`src/rtl/mtrap_ctrl.sv`:
```
module mtrap_ctrl #(
  parameter logic [31:0] MST_WMASK = 32'h807F_F9DD,
  parameter logic [1:0]  MACH_PRIV = 2'd3
) (
  input  logic        clk,
  input  logic        rst_n,
  input  logic [31:0] trap_word,
  input  logic [31:0] cur_pc,
  input  logic [31:0] next_pc,
  input  logic        fault_we,
  input  logic [31:0] fault_data,
  input  logic        mret_req,
  input  logic        csr_we,
  input  logic [11:0] csr_addr,
  input  logic [31:0] csr_wdata,
  output logic [31:0] csr_rdata,
  output logic        redirect_valid,
  output logic [31:0] redirect_pc,
  output logic [1:0]  priv
);
  localparam logic [11:0] A_STAT  = 12'h300;
  localparam logic [11:0] A_TVEC  = 12'h305;
  localparam logic [11:0] A_EPC   = 12'h341;
  localparam logic [11:0] A_CAUSE = 12'h342;
  localparam logic [11:0] A_TVAL  = 12'h343;
  localparam logic [14:0] ECALL   = 15'd11;

  logic [31:0] mst, epc_q, cause_q, tval_q, tvec_q, fault_q, tgt_q;
  logic [1:0]  priv_q;
  logic        rv_q;

  wire        trap_fire = trap_word[31];
  wire [14:0] cause_in  = trap_word[30:16];
  wire        is_irq    = |trap_word[15:0];
  wire        exc_fire  = trap_fire & ~is_irq;
  wire        ret_fire  = mret_req & ~trap_fire;
  wire        csr_wen   = csr_we & ~trap_fire & ~ret_fire;

  wire [14:0] cause_eff = (!is_irq && cause_in == ECALL) ? 15'd8 + {13'd0, MACH_PRIV} : cause_in;
  wire [31:0] vec_base  = {tvec_q[31:1], 1'b0};
  wire [31:0] vec_off   = (tvec_q[0] && is_irq) ? {15'd0, cause_eff, 2'b00} : 32'd0;

  always_ff @(posedge clk) begin
    if (!rst_n) begin
      mst     <= '0;
      epc_q   <= '0;
      cause_q <= '0;
      tval_q  <= '0;
      tvec_q  <= '0;
      fault_q <= '0;
      tgt_q   <= '0;
      priv_q  <= MACH_PRIV;
      rv_q    <= 1'b0;
    end else begin
      rv_q <= trap_fire | ret_fire;
      if (fault_we) fault_q <= fault_data;
      if (trap_fire) begin
        tgt_q     <= vec_base + vec_off;
        cause_q   <= {is_irq, 16'd0, cause_eff};
        mst[12:11] <= MACH_PRIV;
        mst[7]    <= mst[3];
        mst[3]    <= 1'b0;
        priv_q    <= MACH_PRIV;
        if (is_irq) begin
          epc_q <= next_pc;
        end else begin
          epc_q   <= cur_pc;
          tval_q  <= fault_q;
          fault_q <= '0;
        end
      end else if (ret_fire) begin
        tgt_q      <= epc_q;
        priv_q     <= mst[12:11];
        mst[12:11] <= 2'b00;
        mst[3]     <= mst[7];
      end else if (csr_wen) begin
        case (csr_addr)
          A_STAT:  mst     <= (mst & ~MST_WMASK) | (csr_wdata & MST_WMASK);
          A_TVEC:  tvec_q  <= csr_wdata;
          A_EPC:   epc_q   <= csr_wdata;
          A_CAUSE: cause_q <= csr_wdata;
          A_TVAL:  tval_q  <= csr_wdata;
          default: ;
        endcase
      end
    end
  end

  always_comb begin
    case (csr_addr)
      A_STAT:  csr_rdata = mst & MST_WMASK;
      A_TVEC:  csr_rdata = tvec_q;
      A_EPC:   csr_rdata = epc_q;
      A_CAUSE: csr_rdata = cause_q;
      A_TVAL:  csr_rdata = tval_q;
      default: csr_rdata = '0;
    endcase
  end

  assign redirect_valid = rv_q;
  assign redirect_pc    = tgt_q;
  assign priv           = priv_q;

  p_fault_clear_r2: assert property (@(posedge clk) disable iff (!rst_n)
    exc_fire |=> fault_q == 32'd0);

  p_trap_stack_r5: assert property (@(posedge clk) disable iff (!rst_n)
    trap_fire |=> (mst[12:11] == MACH_PRIV) && !mst[3] && (mst[7] == $past(mst[3])) && (priv == MACH_PRIV));

  p_mret_pop_r7: assert property (@(posedge clk) disable iff (!rst_n)
    ret_fire |=> (priv == $past(mst[12:11])) && (mst[12:11] == 2'b00) && (redirect_pc == $past(epc_q)));

  p_mask_write_r8: assert property (@(posedge clk) disable iff (!rst_n)
    (csr_wen && csr_addr == A_STAT) |=> ((mst & MST_WMASK) == ($past(csr_wdata) & MST_WMASK)));

  p_strobe_idle_r9: assert property (@(posedge clk) disable iff (!rst_n)
    !(trap_fire || ret_fire) |=> !redirect_valid);

  p_write_blocked_r10: assert property (@(posedge clk) disable iff (!rst_n)
    (csr_we && (trap_fire || mret_req) && csr_addr == A_TVEC) |=> $stable(tvec_q));
endmodule

```
`config.mk`:
```
export PLATFORM = sky130hd
export DESIGN_NAME = mtrap_ctrl
export DESIGN_NICKNAME = d
export VERILOG_FILES = /design/src/rtl/mtrap_ctrl.sv
export SDC_FILE = /design/constraint.sdc
export NUM_CORES = 1
export LEC_CHECK = 0
export BUFFER_PORTS_ARGS = -buffer_cell sky130_fd_sc_hd__buf_2
export CAP_MARGIN = 5
export CORE_ASPECT_RATIO = 0.75
export CORE_MARGIN = 2
export CORE_UTILIZATION = 50
export CTS_CLUSTER_DIAMETER = 150
export DETAILED_ROUTE_END_ITERATION = 16
export GPL_TIMING_DRIVEN = 0
export MAX_ROUTING_LAYER = met4
export PLACE_DENSITY_LB_ADDON = 0.1
export SKIP_LAST_GASP = 1
export SLEW_MARGIN = 20
export SYNTH_ARGS = -nofsm -noshare
export SYNTH_HDL_FRONTEND = slang
export SYNTH_SLANG_ARGS = --single-unit
```
`constraint.sdc`:
```
create_clock -name clk -period 3.2 [get_ports clk]
set_input_delay 0.16 -clock clk [delete_from_list [all_inputs] [get_ports clk]]
set_output_delay 0.16 -clock clk [all_outputs]
set_load 0.005 [all_outputs]
```
Yosys cells after proc, flatten, opt, wreduce, memory -nomap -nowiden
Index checks and enable logic that the tools add are counted.
{ "totals": {"reg_bits": 227, "latch_bits": 0, "mem_bits_rw": 0, "rom_bits": 0, "word_cells": 83, "mem_count": 0} }
{ "op_classes": {"addsub": 1, "multipliers": 0, "div_mod_pow": 0, "magnitude_cmp": 0, "eq_ne": 8, "shifts": 0, "mux": 29, "bitwise": 8, "reduce_logical": 24} }
{ "ops": {"columns": ["cell", "count"], "rows": [
  ["2-to-1 mux 32 bit", 19],
  ["one-hot mux 32 bit (5 select lines)", 1],
  ["equality test 12 x 10 -> 1 bit (second input constant)", 5],
  ["adder 32 x 17 -> 32 bit", 1],
  ["bitwise OR 31 x 32 -> 32 bit", 1],
  ["2-to-1 mux 13 bit", 2],
  ["2-to-1 mux 17 bit", 1],
  ["nonzero test 2 bit", 8],
  ["OR reduction 16 bit", 1],
  ["equality test 15 x 4 -> 1 bit (second input constant)", 1],
  ["2-to-1 mux 15 bit", 1],
  ["AND reduction 3 bit", 4],
  ["AND reduction 4 bit", 3],
  ["nonzero test 3 bit", 2],
  ["2-to-1 mux 2 bit", 2],
  ["2-to-1 mux 4 bit", 1],
  ["inequality test 2 bit (second input constant)", 2],
  ["AND reduction 2 bit", 2],
  ["AND 1 bit", 3],
  ["inverter 1 bit", 3],
  ["logical AND 1 bit", 2],
  ["2-to-1 mux 1 bit", 2],
  ["OR reduction 2 bit", 1],
  ["logical NOT 1 bit", 1],
  ["bitwise OR 1 bit", 1]
]} }

Depth between registers and ports, before layout
{ "depth": {"ltp_word": 7, "ltp_mapped": 13, "mapped_depth_nobuf": 11} }

Worst setup path after synthesis
No wires, ideal clock.
{ "synth_path": {"kind": "input to register", "startpoint": "input port trap_word[10]", "endpoint": "register tgt_q[21] (netlist: redirect_pc[21])", "arrival_time_ns": 2.825, "required_time_ns": 3.078, "setup_slack_ns": 0.253, "stages": 12, "n_path_buf": 2, "cell_sequence": "nor4_1 > nand4_1 > buf_1 > clkbuf_1 > and3_1 > ha_1 > a21o_1 > a311o_1 > a21oi_1 > o21a_1 > nor4b_1 > a311o_1"} }
{ "synth_via": {"elab_chain_cells": 7} }
{ "synth_rtl": {"columns": ["element", "line", "source"], "rows": [
  ["from (decl)", "7", "input logic [31:0] trap_word,"],
  ["OR reduction 16 bit (*)", "34", "wire is_irq = |trap_word[15:0];"],
  ["logical NOT 1 bit", "39", "wire [14:0] cause_eff = (!is_irq && cause_in == ECALL) ? 15'd8 + {13'd0, MACH_PRIV} : cause_in;"],
  ["logical AND 1 bit", "39", null],
  ["2-to-1 mux 15 bit", "39", null],
  ["2-to-1 mux 17 bit (*)", "41", "wire [31:0] vec_off = (tvec_q[0] && is_irq) ? {15'd0, cause_eff, 2'b00} : 32'd0;"],
  ["adder 32 x 17 -> 32 bit (*)", "58", "tgt_q <= vec_base + vec_off;"],
  ["2-to-1 mux 32 bit (*)", "57", "if (trap_fire) begin"],
  ["to (signal assigned)", "58", null],
  ["to (signal assigned)", "72", "tgt_q <= epc_q;"],
  ["to (decl)", "28", "logic [31:0] mst, epc_q, cause_q, tval_q, tvec_q, fault_q, tgt_q;"]
]} }
Every way passes the cells marked *; elsewhere a longest branch is shown, timed or not.
A chain may end at the register's enable or synchronous reset.

Worst setup path in the final report
{ "layout_path": {"startpoint": "input port trap_word[9]", "endpoint": "register tgt_q[21] (netlist: redirect_pc[21])"} }
The elaborated chain is that of the path after synthesis.

==> summary.txt <==
Synthesis
  • Top_reg_cell synth: dfxtp_1
  • Avg Cell Area, Syn: ~8.6 um2
  • Most instantiated cells after synthesis: nand2_1 (322), dfxtp_1 (215), mux2i_1 (137), clkbuf_1 (69), a21boi_1 (67)
  • Area leader, netlist: dfxtp_1
  • Syn Inst Count: approximately 1300
  • Netlist Area Pre-Place: ~11000 um2
  • Number of synthesized flops with an enable pin: 0
  • Area share of the largest cell type after synthesis: slightly below 40%
  • Most numerous cell in the Yosys netlist: nand2_1
  • Ranking of synthesized cells by area: dfxtp_1 (39%), mux2i_1 (12%), nand2_1 (11%)
  • Synth cell types: 57
  • Synthesis warning total: 0
  • Synthesized flop and latch total: 215
  • Post-synthesis async set-or-reset flop share: 0%
  • Sequential fraction of the synthesis area: 38.8%
  • Syn Nets: 1487

Setup path
  • Critical R2R Capture: redirect_pc[21]
  • Worst reg2reg path depth: 9
  • Crit path max fanout: 10
  • Req. time, crit path: around 3.6 ns
  • Reg2Reg Launch Point: tvec_q[0]
  • Setup slack, reg-to-reg: 0.35 ns
  • Crit Path Category: input pin to register
  • CP Launch Type: input pin
  • Crit path arrival time: between 3 and 4 ns
  • Element type at the critical path end: register

Timing
  • RSZ-0062 raised after global routing: no
  • # setup viols final: 0
  • Setup TNS Final: 0 ns
  • Worst Setup Slack, final: ~0.24 ns
  • Worst slew margin: between 30% and 40%
  • Slew @ Worst Pin: ~1 ns
  • Hold Vio Cnt, Final: 0
  • Fin Hold WS: approximately 0.035 ns
  • Worst Skew: ~0.0096 ns
  • Max frequency: approximately 340 MHz
  • Final Cycle Share: slightly above 90%
  • Minimum clock period: 2.96 ns
  • Slew Limit Fails: 0

Finish
  • Fillcell total: about 1900
  • Area growth syn-to-layout: 27.9%
  • Design Area, Final: ~14000 um2
  • Ratio of cells with drive above 1 in the final layout: about a fifth
  • Util after Layout: 64.8%
  • Fin cells: around 1900
  • Final Net Count: between 1500 and 2000

Drt
  • DR vias/cell: around 6
  • WL final: 44000 um
  • Initial DRC count: 1538
  • Via Count: about 11000
  • Post-route DRC: 0
  • Wire per inst: approximately 23 um
  • Remaining antenna violation count: 0
  • Drt pass-1 iters: 8

Power and ir drop
  • Worst IR Drop VDD: between 300 and 400 uV
  • Clock share of power: ~44%
  • Combinational share of power: 10.5%
  • Net Sw Power: 1.58 mW
  • Pwr/cell area: 441 nW/um2
  • Total power: approximately 6.3 mW
  • Part of the power in registers: 45.5%
  • Sw frac: about 25%
  • LEAKAGE: just under 7 nW
  • Internal power: about 4.7 mW

Die
  • Core area: 21900 um2
  • Die ar.: 23400 um2
  • Effective utilization at floorplan: slightly above 50%
  • DIE HEIGHT: between 100 and 150 um
  • FP Rows: between 40 and 50
  • Die span in x: 176 um
  • # IOs: around 240

Status
  • Result of the run: complete, no violations

Worst hold path
  • Min-Delay Endpoint: cause_q[10]
  • Startpoint of the worst hold path: trap_word[26]
  • Hold Crit Class: input pin to register
  • Hold path cells: 4

CTS
  • CTS max path bufs: 3
  • CTS tree: built
  • Clock tree root buffer cell: clkbuf_16
  • H-Tree Depth: 1
  • Clock Latency Late Sink: 0.52 ns
  • TritonCTS sink count: about 220
  • Clock transition at the registers of the reported paths: ~0.060 ns
  • CTS buffer count: 23

Global route
  • Vias in the first global route: ~10000
  • Pin count of the biggest net entering global routing: 14
  • GRT Util Overall: approximately 38%
  • GRT overflow: 0
  • First-pass GRT wire length: 64000 um
  • Initial antenna violation count: 0

Placement
  • Dpl cells: ~1800
  • Dpl ws: -0.682 ns
  • HPWL Detailed: about 33000 um
  • Placement Cell Area: about 13000 um2
  • Port Buffers: around 240
  • GPL Wtd Cong: just under 1

Run
  • Max-cap check violation count: 0
==> cell usage in the layout, fill, tap and decap left out, types with 6 or more instances in the layout <==
cell type      instances
o211a_1               44
dfxtp_1              215
and2_1                21
a31oi_1                6
dlygate4sd3_1         73
and3_1                20
mux2_2                10
o211ai_1              36
clkbuf_16             23
xnor2_1               16
o22ai_1                6
a21boi_1              67
mux2i_1              137
clkbuf_1              73
nand2_1              322
buf_2                264
a21boi_0              13
nor3_1                 7
nor2_1                44
buf_1                  6
ha_1                  15
a222oi_1              32
a21oi_1               39
nand3_1               14
o21ai_0               34
a22oi_1               20
==> flip-flops by register name, indices dropped and copies added (netlist names) <==
signal,flops
cause_q,32
epc_q,32
fault_q,32
redirect_pc,32
tval_q,32
tvec_q,32
mst,20
priv,2
redirect_valid,1
==> cell families (layout without fill, tap and decap cells) <==
| group | count (synthesis) | count (layout) | synth area share [%] |
|---|---|---|---|
| AO/OA/AOI/OAI | 324 | 324 | 21.9 |
| XOR/XNOR | 18 | 18 | 1.42 |
| adder cells (fa/ha/maj) | 16 | 16 | 1.87 |
| buffers and inverters | 111 | 464 | 4.37 |
| flip-flops | 215 | 215 | 38.8 |
| multiplexers | 147 | 147 | 13.4 |
| other | 0 | 1 | 0 |
| AND/OR/NAND/NOR | 463 | 463 | 18.3 |
==> critical path: stages <==
cell and delay (ns):
buf_2 0.09, nor4_1 0.34, nand4_1 0.26, buf_2 0.29, clkbuf_1 0.21, and3_1 0.22
ha_1 0.33, a21o_1 0.21, a311o_1 0.37, a21oi_2 0.24, o21a_2 0.25, nor4b_1 0.07
a311o_1 0.32
==> what timing repair did <==
action | 4_1_cts | 5_1_grt
gates resized for setup | 1 | 8
setup endpoints to repair | 8 | 16
hold endpoints to repair | 106 | 0
setup buffers | 0 | 1
pin swaps | 0 | 1
hold buffers | 73 | 0
==> power by group through the flow <==
stage	combinational, mW	sequential, mW	clock, mW
CTS	0.645	2.84	2.75
global route	0.708	2.85	2.86
detailed placement	0.574	2.90	0
global placement	0.567	2.90	0
finish	0.661	2.85	2.76
floorplan	0.302	2.85	0
==> final cells by class <==
class,instances,area (um2),area share (%)
well taps,294,368,2.59
flip-flops and latches,215,4300,30.3
clock buffers,30,632,4.45
inverters,6,22.5,0.159
diodes,1,2.50,0.0176
plain buffers,105,464,3.27
multi-input cells,968,6350,44.7
clock inverters,8,121,0.854
repair buffers,315,1940,13.7
==> layer usage <==
metal  part of all wire, %  global-route usage [%]
met3                    14                    10.9
met4                   1.8                    7.07
met2                    40                    50.2
met1                    44                    55.9
met5                     0                       -
==> worst max-delay path by stage <==
stage / start / to / slack [ns] / cells after the start
finish: trap_word[9] / redirect_pc[21] / 0.24 / 13
global route: trap_word[9] / redirect_pc[20] / 0.06 / 14
CTS: trap_word[9] / redirect_pc[31] / -0.02 / 13
detailed placement: trap_word[9] / redirect_pc[31] / -0.68 / 13
global placement: trap_word[9] / redirect_pc[21] / -0.61 / 13
floorplan: trap_word[10] / redirect_pc[21] / 0.25 / 12
Power figures use the tool's default switching activity.
